**src/rtl/jfb_pkg.sv**
```systemverilog
package jfb_pkg;

   typedef enum logic [3:0] {
      ST_RESET, ST_IDLE,
      ST_SEL_DR, ST_CAP_DR, ST_SHIFT_DR, ST_EXIT1_DR, ST_PAUSE_DR, ST_EXIT2_DR, ST_UPD_DR,
      ST_SEL_IR, ST_CAP_IR, ST_SHIFT_IR, ST_EXIT1_IR, ST_PAUSE_IR, ST_EXIT2_IR, ST_UPD_IR
   } tap_state_t;

   function automatic tap_state_t tap_next(input tap_state_t s, input logic m);
      tap_state_t n;
      case (s)
         ST_RESET:    n = m ? ST_RESET    : ST_IDLE;
         ST_IDLE:     n = m ? ST_SEL_DR   : ST_IDLE;
         ST_SEL_DR:   n = m ? ST_SEL_IR   : ST_CAP_DR;
         ST_CAP_DR:   n = m ? ST_EXIT1_DR : ST_SHIFT_DR;
         ST_SHIFT_DR: n = m ? ST_EXIT1_DR : ST_SHIFT_DR;
         ST_EXIT1_DR: n = m ? ST_UPD_DR   : ST_PAUSE_DR;
         ST_PAUSE_DR: n = m ? ST_EXIT2_DR : ST_PAUSE_DR;
         ST_EXIT2_DR: n = m ? ST_UPD_DR   : ST_SHIFT_DR;
         ST_UPD_DR:   n = m ? ST_SEL_DR   : ST_IDLE;
         ST_SEL_IR:   n = m ? ST_RESET    : ST_CAP_IR;
         ST_CAP_IR:   n = m ? ST_EXIT1_IR : ST_SHIFT_IR;
         ST_SHIFT_IR: n = m ? ST_EXIT1_IR : ST_SHIFT_IR;
         ST_EXIT1_IR: n = m ? ST_UPD_IR   : ST_PAUSE_IR;
         ST_PAUSE_IR: n = m ? ST_EXIT2_IR : ST_PAUSE_IR;
         ST_EXIT2_IR: n = m ? ST_UPD_IR   : ST_SHIFT_IR;
         default:     n = m ? ST_SEL_DR   : ST_IDLE;
      endcase
      return n;
   endfunction

endpackage

```
**src/rtl/jfb_tap.sv**
```systemverilog
module jfb_tap
   import jfb_pkg::*;
(
   input  logic       tck,
   input  logic       trst_n,
   input  logic       tms,
   output tap_state_t state
);

   always_ff @(posedge tck or negedge trst_n) begin
      if (!trst_n) state <= ST_RESET;
      else         state <= tap_next(state, tms);
   end

   // run length of TMS-high edges, saturating at five, for the escape check
   logic [2:0] hi_run;
   always_ff @(posedge tck or negedge trst_n) begin
      if (!trst_n)          hi_run <= 3'd0;
      else if (!tms)        hi_run <= 3'd0;
      else if (hi_run != 3'd5) hi_run <= hi_run + 3'd1;
   end

   a_r2_five_high_resets: assert property (@(posedge tck) disable iff (!trst_n)
      (hi_run == 3'd5) |-> (state == ST_RESET));

endmodule

```
**src/rtl/jfb_ir.sv**
```systemverilog
module jfb_ir
   import jfb_pkg::*;
#(
   parameter int unsigned IR_W = 6
) (
   input  logic            tck,
   input  logic            trst_n,
   input  tap_state_t      state,
   input  logic            tdi,
   output logic [IR_W-1:0] ir_q,
   output logic            ir_lsb
);

   localparam logic [IR_W-1:0] IR_CAPTURE = {{(IR_W-1){1'b0}}, 1'b1};
   localparam logic [IR_W-1:0] IR_BYPASS  = {IR_W{1'b1}};

   logic [IR_W-1:0] ir_sh;

   always_ff @(posedge tck) begin
      if (state == ST_CAP_IR)        ir_sh <= IR_CAPTURE;
      else if (state == ST_SHIFT_IR) ir_sh <= {tdi, ir_sh[IR_W-1:1]};
   end

   always_ff @(negedge tck or negedge trst_n) begin
      if (!trst_n)                 ir_q <= IR_BYPASS;
      else if (state == ST_RESET)  ir_q <= IR_BYPASS;
      else if (state == ST_UPD_IR) ir_q <= ir_sh;
   end

   assign ir_lsb = ir_sh[0];

   a_r3_capture_pattern: assert property (@(posedge tck) disable iff (!trst_n)
      ($past(state) == ST_CAP_IR) |-> (ir_sh == IR_CAPTURE));

   a_r1_reset_gives_bypass: assert property (@(negedge tck) disable iff (!trst_n)
      (state == ST_RESET) |=> (ir_q == IR_BYPASS));

endmodule

```
**src/rtl/jfb_dr.sv**
```systemverilog
module jfb_dr
   import jfb_pkg::*;
#(
   parameter int unsigned DR_LEN = 1
) (
   input  logic       tck,
   input  logic       trst_n,
   input  tap_state_t state,
   input  logic       tdi,
   output logic       dr_out
);

   generate
      if (DR_LEN == 1) begin : g_single
         logic q;
         always_ff @(posedge tck) begin
            if (state == ST_CAP_DR)        q <= 1'b0;
            else if (state == ST_SHIFT_DR) q <= tdi;
         end
         assign dr_out = q;
      end else begin : g_chain
         logic [DR_LEN-1:0] q;
         always_ff @(posedge tck) begin
            if (state == ST_CAP_DR)        q <= '0;
            else if (state == ST_SHIFT_DR) q <= {tdi, q[DR_LEN-1:1]};
         end
         assign dr_out = q[0];
      end
   endgenerate

   a_r8_capture_zero: assert property (@(posedge tck) disable iff (!trst_n)
      ($past(state) == ST_CAP_DR) |-> (dr_out == 1'b0));

endmodule

```
**src/rtl/jtag_flash_bridge.sv**
```systemverilog
module jtag_flash_bridge
   import jfb_pkg::*;
#(
   parameter int unsigned IR_W        = 6,
   parameter int unsigned BRIDGE_CODE = 2,
   parameter int unsigned DR_LEN      = 1
) (
   input  logic tck,
   input  logic trst_n,
   input  logic tms,
   input  logic tdi,
   output logic tdo,
   output logic tdo_oe,
   output logic spi_sck,
   output logic spi_cs_n,
   output logic spi_mosi,
   input  logic spi_miso
);

   localparam logic [IR_W-1:0] SEL_CODE = BRIDGE_CODE[IR_W-1:0];

   generate
      if (IR_W < 2 || IR_W > 16) begin : g_bad_irw
         $error("IR_W must lie in 2..16");
      end
      if (DR_LEN < 1 || DR_LEN > 64) begin : g_bad_drlen
         $error("DR_LEN must lie in 1..64");
      end
      if (BRIDGE_CODE >= (1 << IR_W) - 1) begin : g_bad_code
         $error("BRIDGE_CODE must fit IR_W and differ from the bypass code");
      end
   endgenerate

   tap_state_t      state;
   logic [IR_W-1:0] ir_q;
   logic            ir_lsb;
   logic            dr_out;
   logic            bridge_sel;
   logic            bridge_on;

   jfb_tap u_tap (.tck(tck), .trst_n(trst_n), .tms(tms), .state(state));

   jfb_ir #(.IR_W(IR_W)) u_ir (
      .tck(tck), .trst_n(trst_n), .state(state), .tdi(tdi),
      .ir_q(ir_q), .ir_lsb(ir_lsb));

   jfb_dr #(.DR_LEN(DR_LEN)) u_dr (
      .tck(tck), .trst_n(trst_n), .state(state), .tdi(tdi), .dr_out(dr_out));

   assign bridge_sel = (ir_q == SEL_CODE);
   assign bridge_on  = bridge_sel && (state == ST_SHIFT_DR);

   assign spi_cs_n = !bridge_on;
   assign spi_sck  = tck;
   assign spi_mosi = tdi;

   always_ff @(negedge tck or negedge trst_n) begin
      if (!trst_n) begin
         tdo    <= 1'b0;
         tdo_oe <= 1'b0;
      end else begin
         case (state)
            ST_SHIFT_IR: begin
               tdo    <= ir_lsb;
               tdo_oe <= 1'b1;
            end
            ST_SHIFT_DR: begin
               tdo    <= bridge_sel ? spi_miso : dr_out;
               tdo_oe <= 1'b1;
            end
            default: begin
               tdo    <= 1'b0;
               tdo_oe <= 1'b0;
            end
         endcase
      end
   end

   a_r5_deselect_off_shift: assert property (@(posedge tck) disable iff (!trst_n)
      (state != ST_SHIFT_DR) |-> spi_cs_n);

   a_r7_miso_to_tdo: assert property (@(negedge tck) disable iff (!trst_n)
      (bridge_sel && state == ST_SHIFT_DR) |=> (tdo == $past(spi_miso)));

   a_r9_quiet_tdo: assert property (@(posedge tck) disable iff (!trst_n)
      !tdo_oe |-> (tdo == 1'b0));

   a_r9_oe_steady_at_rise: assert property (@(negedge tck) disable iff (!trst_n)
      (state != ST_SHIFT_IR && state != ST_SHIFT_DR) |=> !tdo_oe);

endmodule

```
**config.mk**
```make
export PLATFORM = sky130hd
export DESIGN_NAME = jtag_flash_bridge
export DESIGN_NICKNAME = d
export VERILOG_FILES = /design/src/rtl/jfb_pkg.sv /design/src/rtl/jfb_tap.sv /design/src/rtl/jfb_ir.sv /design/src/rtl/jfb_dr.sv /design/src/rtl/jtag_flash_bridge.sv
export SDC_FILE = /design/constraint.sdc
export NUM_CORES = 1
export LEC_CHECK = 0
export BUFFER_PORTS_ARGS = -buffer_cell sky130_fd_sc_hd__buf_2
export CORE_MARGIN = 2
export CORE_UTILIZATION = 50
export CTS_CLUSTER_DIAMETER = 80
export DETAILED_ROUTE_END_ITERATION = 12
export GPL_ROUTABILITY_DRIVEN = 0
export HOLD_SLACK_MARGIN = 0.1
export PLACE_DENSITY = 0.69
export SYNTH_ARGS = -nofsm -noshare
export SYNTH_HDL_FRONTEND = slang
export SYNTH_SLANG_ARGS = --single-unit
```
**constraint.sdc**
```tcl
create_clock -name tck -period 1.6 [get_ports tck]
set_clock_uncertainty 0.15 [all_clocks]
set_input_delay 0.16 -clock tck [delete_from_list [all_inputs] [get_ports tck]]
set_output_delay 0.16 -clock tck [all_outputs]
set_load 0.1 [all_outputs]
```
Word-level counts from Yosys, hierarchy flattened
Cells that the tools add are included.
W data, S select, Z words.
Word-level totals
  output and inout bits: 5
  register bits after elaboration: 19
  input port bits: 5
  word-level logic and storage cells: 45
Cells by class
  muxes and demuxes: 18
  equal/unequal tests: 14
  reduce and logical (&&, ||, !) cells: 7
Operators by type and width (count)
  $pmux W4 S11: 1
  $eq A4 B4 Y1 const B: 7
  $eq A4 B3 Y1 const B: 4
  $mux W4: 4
  $mux W6: 2
  $eq A4 B2 Y1 const B: 2
  $eq A6 B2 Y1 const B: 1
  $mux W2: 3
  $mux W3: 2
  $reduce_or A2 Y1: 3
  $mux W1: 5
  $logic_not A4 Y1: 1
  $pmux W1 S2: 1
  $reduce_bool A2 Y1: 1
  $logic_and A1 B1 Y1: 1
  $logic_not A1 Y1: 1

Depth between registers and ports, before layout
  depth in word-level cells: 3
  depth in mapped cells: 6
  mapped depth without buffers: 4

Cells and area by module
A second synthesis with hierarchy kept.
Second synthesis, totals
  cell total of the unflattened synthesis: 115
  area total of the unflattened synthesis: 1083.5 sq um
Modules (own cells, without submodules)
  jfb_ir: area an instance 549.3 sq um, cells each 56, times used 1, sequential area each 277.8 sq um
  jfb_tap: area an instance 321.6 sq um, cells each 37, times used 1, sequential area each 100.1 sq um
  jtag_flash_bridge: area an instance 155.1 sq um, cells each 15, times used 1, sequential area each 50.0 sq um
  jfb_dr: area an instance 57.6 sq um, cells each 7, times used 1, sequential area each 20.0 sq um

==> results.py <==
metrics = {
    "status": {
        "status": "finished, violations left",
        "violations": "negative setup slack",
    },
    "detailed_routing": {
        "drtAntennaViolNets": 0,
        "dr.pass1.iters": 4,
        "num_vias": 987,
        "drt_first_iter_violations": 31,
        "drt_wl_total_um": 2580,
        "via_per_inst": 5.34,
        "drc": 0,
        "wire_per_inst_um": 14.0,
    },
    "critical_path": {
        "path_max_fanout": 2,
        "cp_cell_sequence": "nor4_4, nand3b_1, or2_4, buf_12",
        "crit_slowest_cell": "dfstp_2",
        "crit_arrival_ns": 2.45,
        "crit_type": "reg -> out",
        "worst_ep_required_time_ns": 1.29,
        "cp-end-kind": "primary output",
        "start_kind": "flip-flop",
        "critical-path-max-stage-delay_ns": 0.37,
    },
    "cells_and_area": {
        "final_common_cell": "buf_4",
        "mostFrequentLayoutCells": "buf_4 (24), nand2_1 (23), o21ai_1 (13)",
        "fill_cells": 133,
        "diodes": 0,
        "syn2layout_area_growth_pct": 47.1,
        "drive_gt1_frac": 0.424,
        "finalNetCount": 164,
    },
    "pwr": {
        "pwr-share-clk": 0.211,
        "p_sw_frac": 0.447,
        "p_seq_frac": 0.271,
        "p_sw_w": 0.00159,
        "ir_drop_mv": 1.92,
        "p_leak_nw": 0.673,
        "power_w": 0.00355,
        "powerDensity_nw_per_um2": 2350,
        "power_frac_comb": 0.518,
        "p_int_w": 0.00196,
    },
    "logic_synthesis": {
        "synth_cell_type_count": 39,
        "yosys.area.top_type_share": 0.153,
        "seq_area_frac_synth": 0.436,
        "syn_inst": 113,
        "yosysTopAreaCell": "dfstp_2",
        "synth_edf_count": 0,
        "ys_ff_latch": 19,
        "ys.flop_type": "dfxtp_1",
        "async_reset_ff_frac": 0.632,
        "netlist_area_um2": 1030,
        "ys_top_cells_by_area": "dfstp_2 (15%), dfxtp_1 (14%), dfrtp_1 (9.7%)",
        "yosysWarnings": 0,
        "avgSynthCellArea_um2": 9.10,
        "synth_nets": 118,
    },
    "global_route": {
        "grt_usage": 0.227,
        "antenna_found_initial": 0,
        "grt_pass1_vias": 915,
        "grt_overflow": 0,
        "busiest_layer": "met2",
        "grt_use_met1": 0.322,
        "grtUsageMet3": 0.0399,
        "grt_max_degree": 13,
        "globalRouteMet2Util": 0.345,
        "grt_pass1_wl_um": 4190,
    },
    "clocking": {
        "clk_pin_slew_ns": 0.12,
        "worst_skew_pair.late_latency_ns": 0.49,
        "tritoncts": "built",
    },
    "sta": {
        "setup_ws_ns": -1.16,
        "timing_hold_violations_final": 0,
        "rsz0062_at_grt": "yes",
        "slew_viol_final": 0,
        "setup_viol": 11,
        "fin_tns_setup_ns": -5.64,
        "maxSlewHeadroom": 0.681,
        "worst_slew_pin_slew_ns": 0.482,
    },
    "floorplanning": {
        "coreArea_um2": 1940,
        "rows": 16,
        "start_util": 0.530,
        "ios": 10,
        "dieHeight_um": 49.4,
        "dieArea_um2": 2440,
        "die_w_um": 49.4,
    },
    "min_path": {
        "hold_path.class": "reg -> reg",
    },
    "place": {
        "io_buffers": 9,
        "dp_hpwl_um": 1620,
    },
    "flow_run": {
        "cap_violations": 0,
    },
}
[critical path: cells and delay by family (launching register included)]
family | cells | cell delay [ns]
buffers and inverters | 1 | 0.16
AND/OR/NAND/NOR | 3 | 0.65
flip-flops | 1 | 0.37
[what timing repair did]
item	in CTS	in global routing
buffers inserted	12	2
hold endpoints to repair	10	0
setup endpoints to repair	13	12
resized for setup	23	5
hold buffers	4	0
pin swaps	5	3
[routing by layer]
metal | wire (um) | up-vias
met5 | 0 | -
met2 | 1230 | 21
met4 | 17 | 0
met3 | 75 | 2
met1 | 1260 | 476
li1 | - | 488
[synthesized netlist by cell type, types with 2 or more instances]
| master | n |
|---|---|
| dfxtp_1 | 7 |
| nand2b_1 | 4 |
| a22oi_1 | 7 |
| nand2_1 | 23 |
| buf_6 | 4 |
| nand3_1 | 2 |
| inv_2 | 2 |
| nor2b_1 | 2 |
| inv_1 | 2 |
| dfrtp_1 | 4 |
| o21ai_0 | 10 |
| buf_4 | 6 |
| dfstp_2 | 6 |
| dfrtn_1 | 2 |
| o21ai_1 | 6 |
| nor2_1 | 3 |
[power groups by stage]
stage          Sequential (W)  Clock (W)  Combinational [W]
2_1_floorplan        0.000989   0.000263            0.00109
3_3_place_gp         0.000925   0.000247            0.00157
3_5_place_dp         0.000939   0.000247            0.00162
4_1_cts              0.000928   0.000745            0.00172
5_1_grt              0.000984   0.000805            0.00199
6_report             0.000964   0.000750            0.00184
[cell type report]
cell class,instances,area (um2),area share
Timing Repair Buffer,43,388,0.256
Multi-Input combinational cell,79,529,0.350
Tap cell,27,33.8,0.0223
Inverter,3,13.8,0.00910
Clock inverter,6,22.5,0.0149
Sequential cell,19,448,0.296
Clock buffer,8,77.6,0.0513
[path summary, 6_finish.rpt]
path                                startpoint            end  depth (start not counted)  slack, ns
worst max register to register  u_tap.state[1]   u_ir.ir_q[5]                          5      -0.45
worst max-delay path              u_ir.ir_q[5]       spi_cs_n                          4      -1.16
max in group asynchronous               trst_n   u_ir.ir_q[5]                          2       0.35
min in group asynchronous               trst_n            tdo                          2       0.63
worst min-delay path             u_ir.ir_sh[4]  u_ir.ir_sh[4]                          2       0.33
worst min register to register   u_ir.ir_sh[4]  u_ir.ir_sh[4]                          2       0.33
[through the flow]
stage | instance area [um2] | setup slack, ns | hold slack [ns] | instances | util
after floorplan | 1070 | -0.611 | -0.286 | 113 | -
after global placement | 1250 | -0.798 | -0.106 | 161 | 0.644
after detailed placement | 1250 | -0.819 | -0.0979 | 161 | 0.644
after CTS | 1530 | -1.17 | 0.323 | 188 | 0.787
after global routing | 1510 | -1.24 | 0.356 | 185 | 0.779
final | 1510 | -1.16 | 0.325 | 185 | 0.779
[cell families (layout without fill, tap and decap cells)]
family / after synthesis / after routing / share of synthesized area
buffers and inverters: 15 / 60 / 0.107
AO/OA/AOI/OAI: 34 / 34 / 0.221
AND/OR/NAND/NOR: 43 / 43 / 0.218
XOR/XNOR: 1 / 1 / 0.00852
multiplexers: 1 / 1 / 0.00973
flip-flops: 19 / 19 / 0.436
[flip-flops by register name, indices dropped and copies added (netlist names)]
name         cells
u_ir.ir_sh       6
tdo              1
u_dr.dr_out      1
u_tap.state      4
u_ir.ir_q        6
tdo_oe           1
Power figures use the tool's default switching activity.
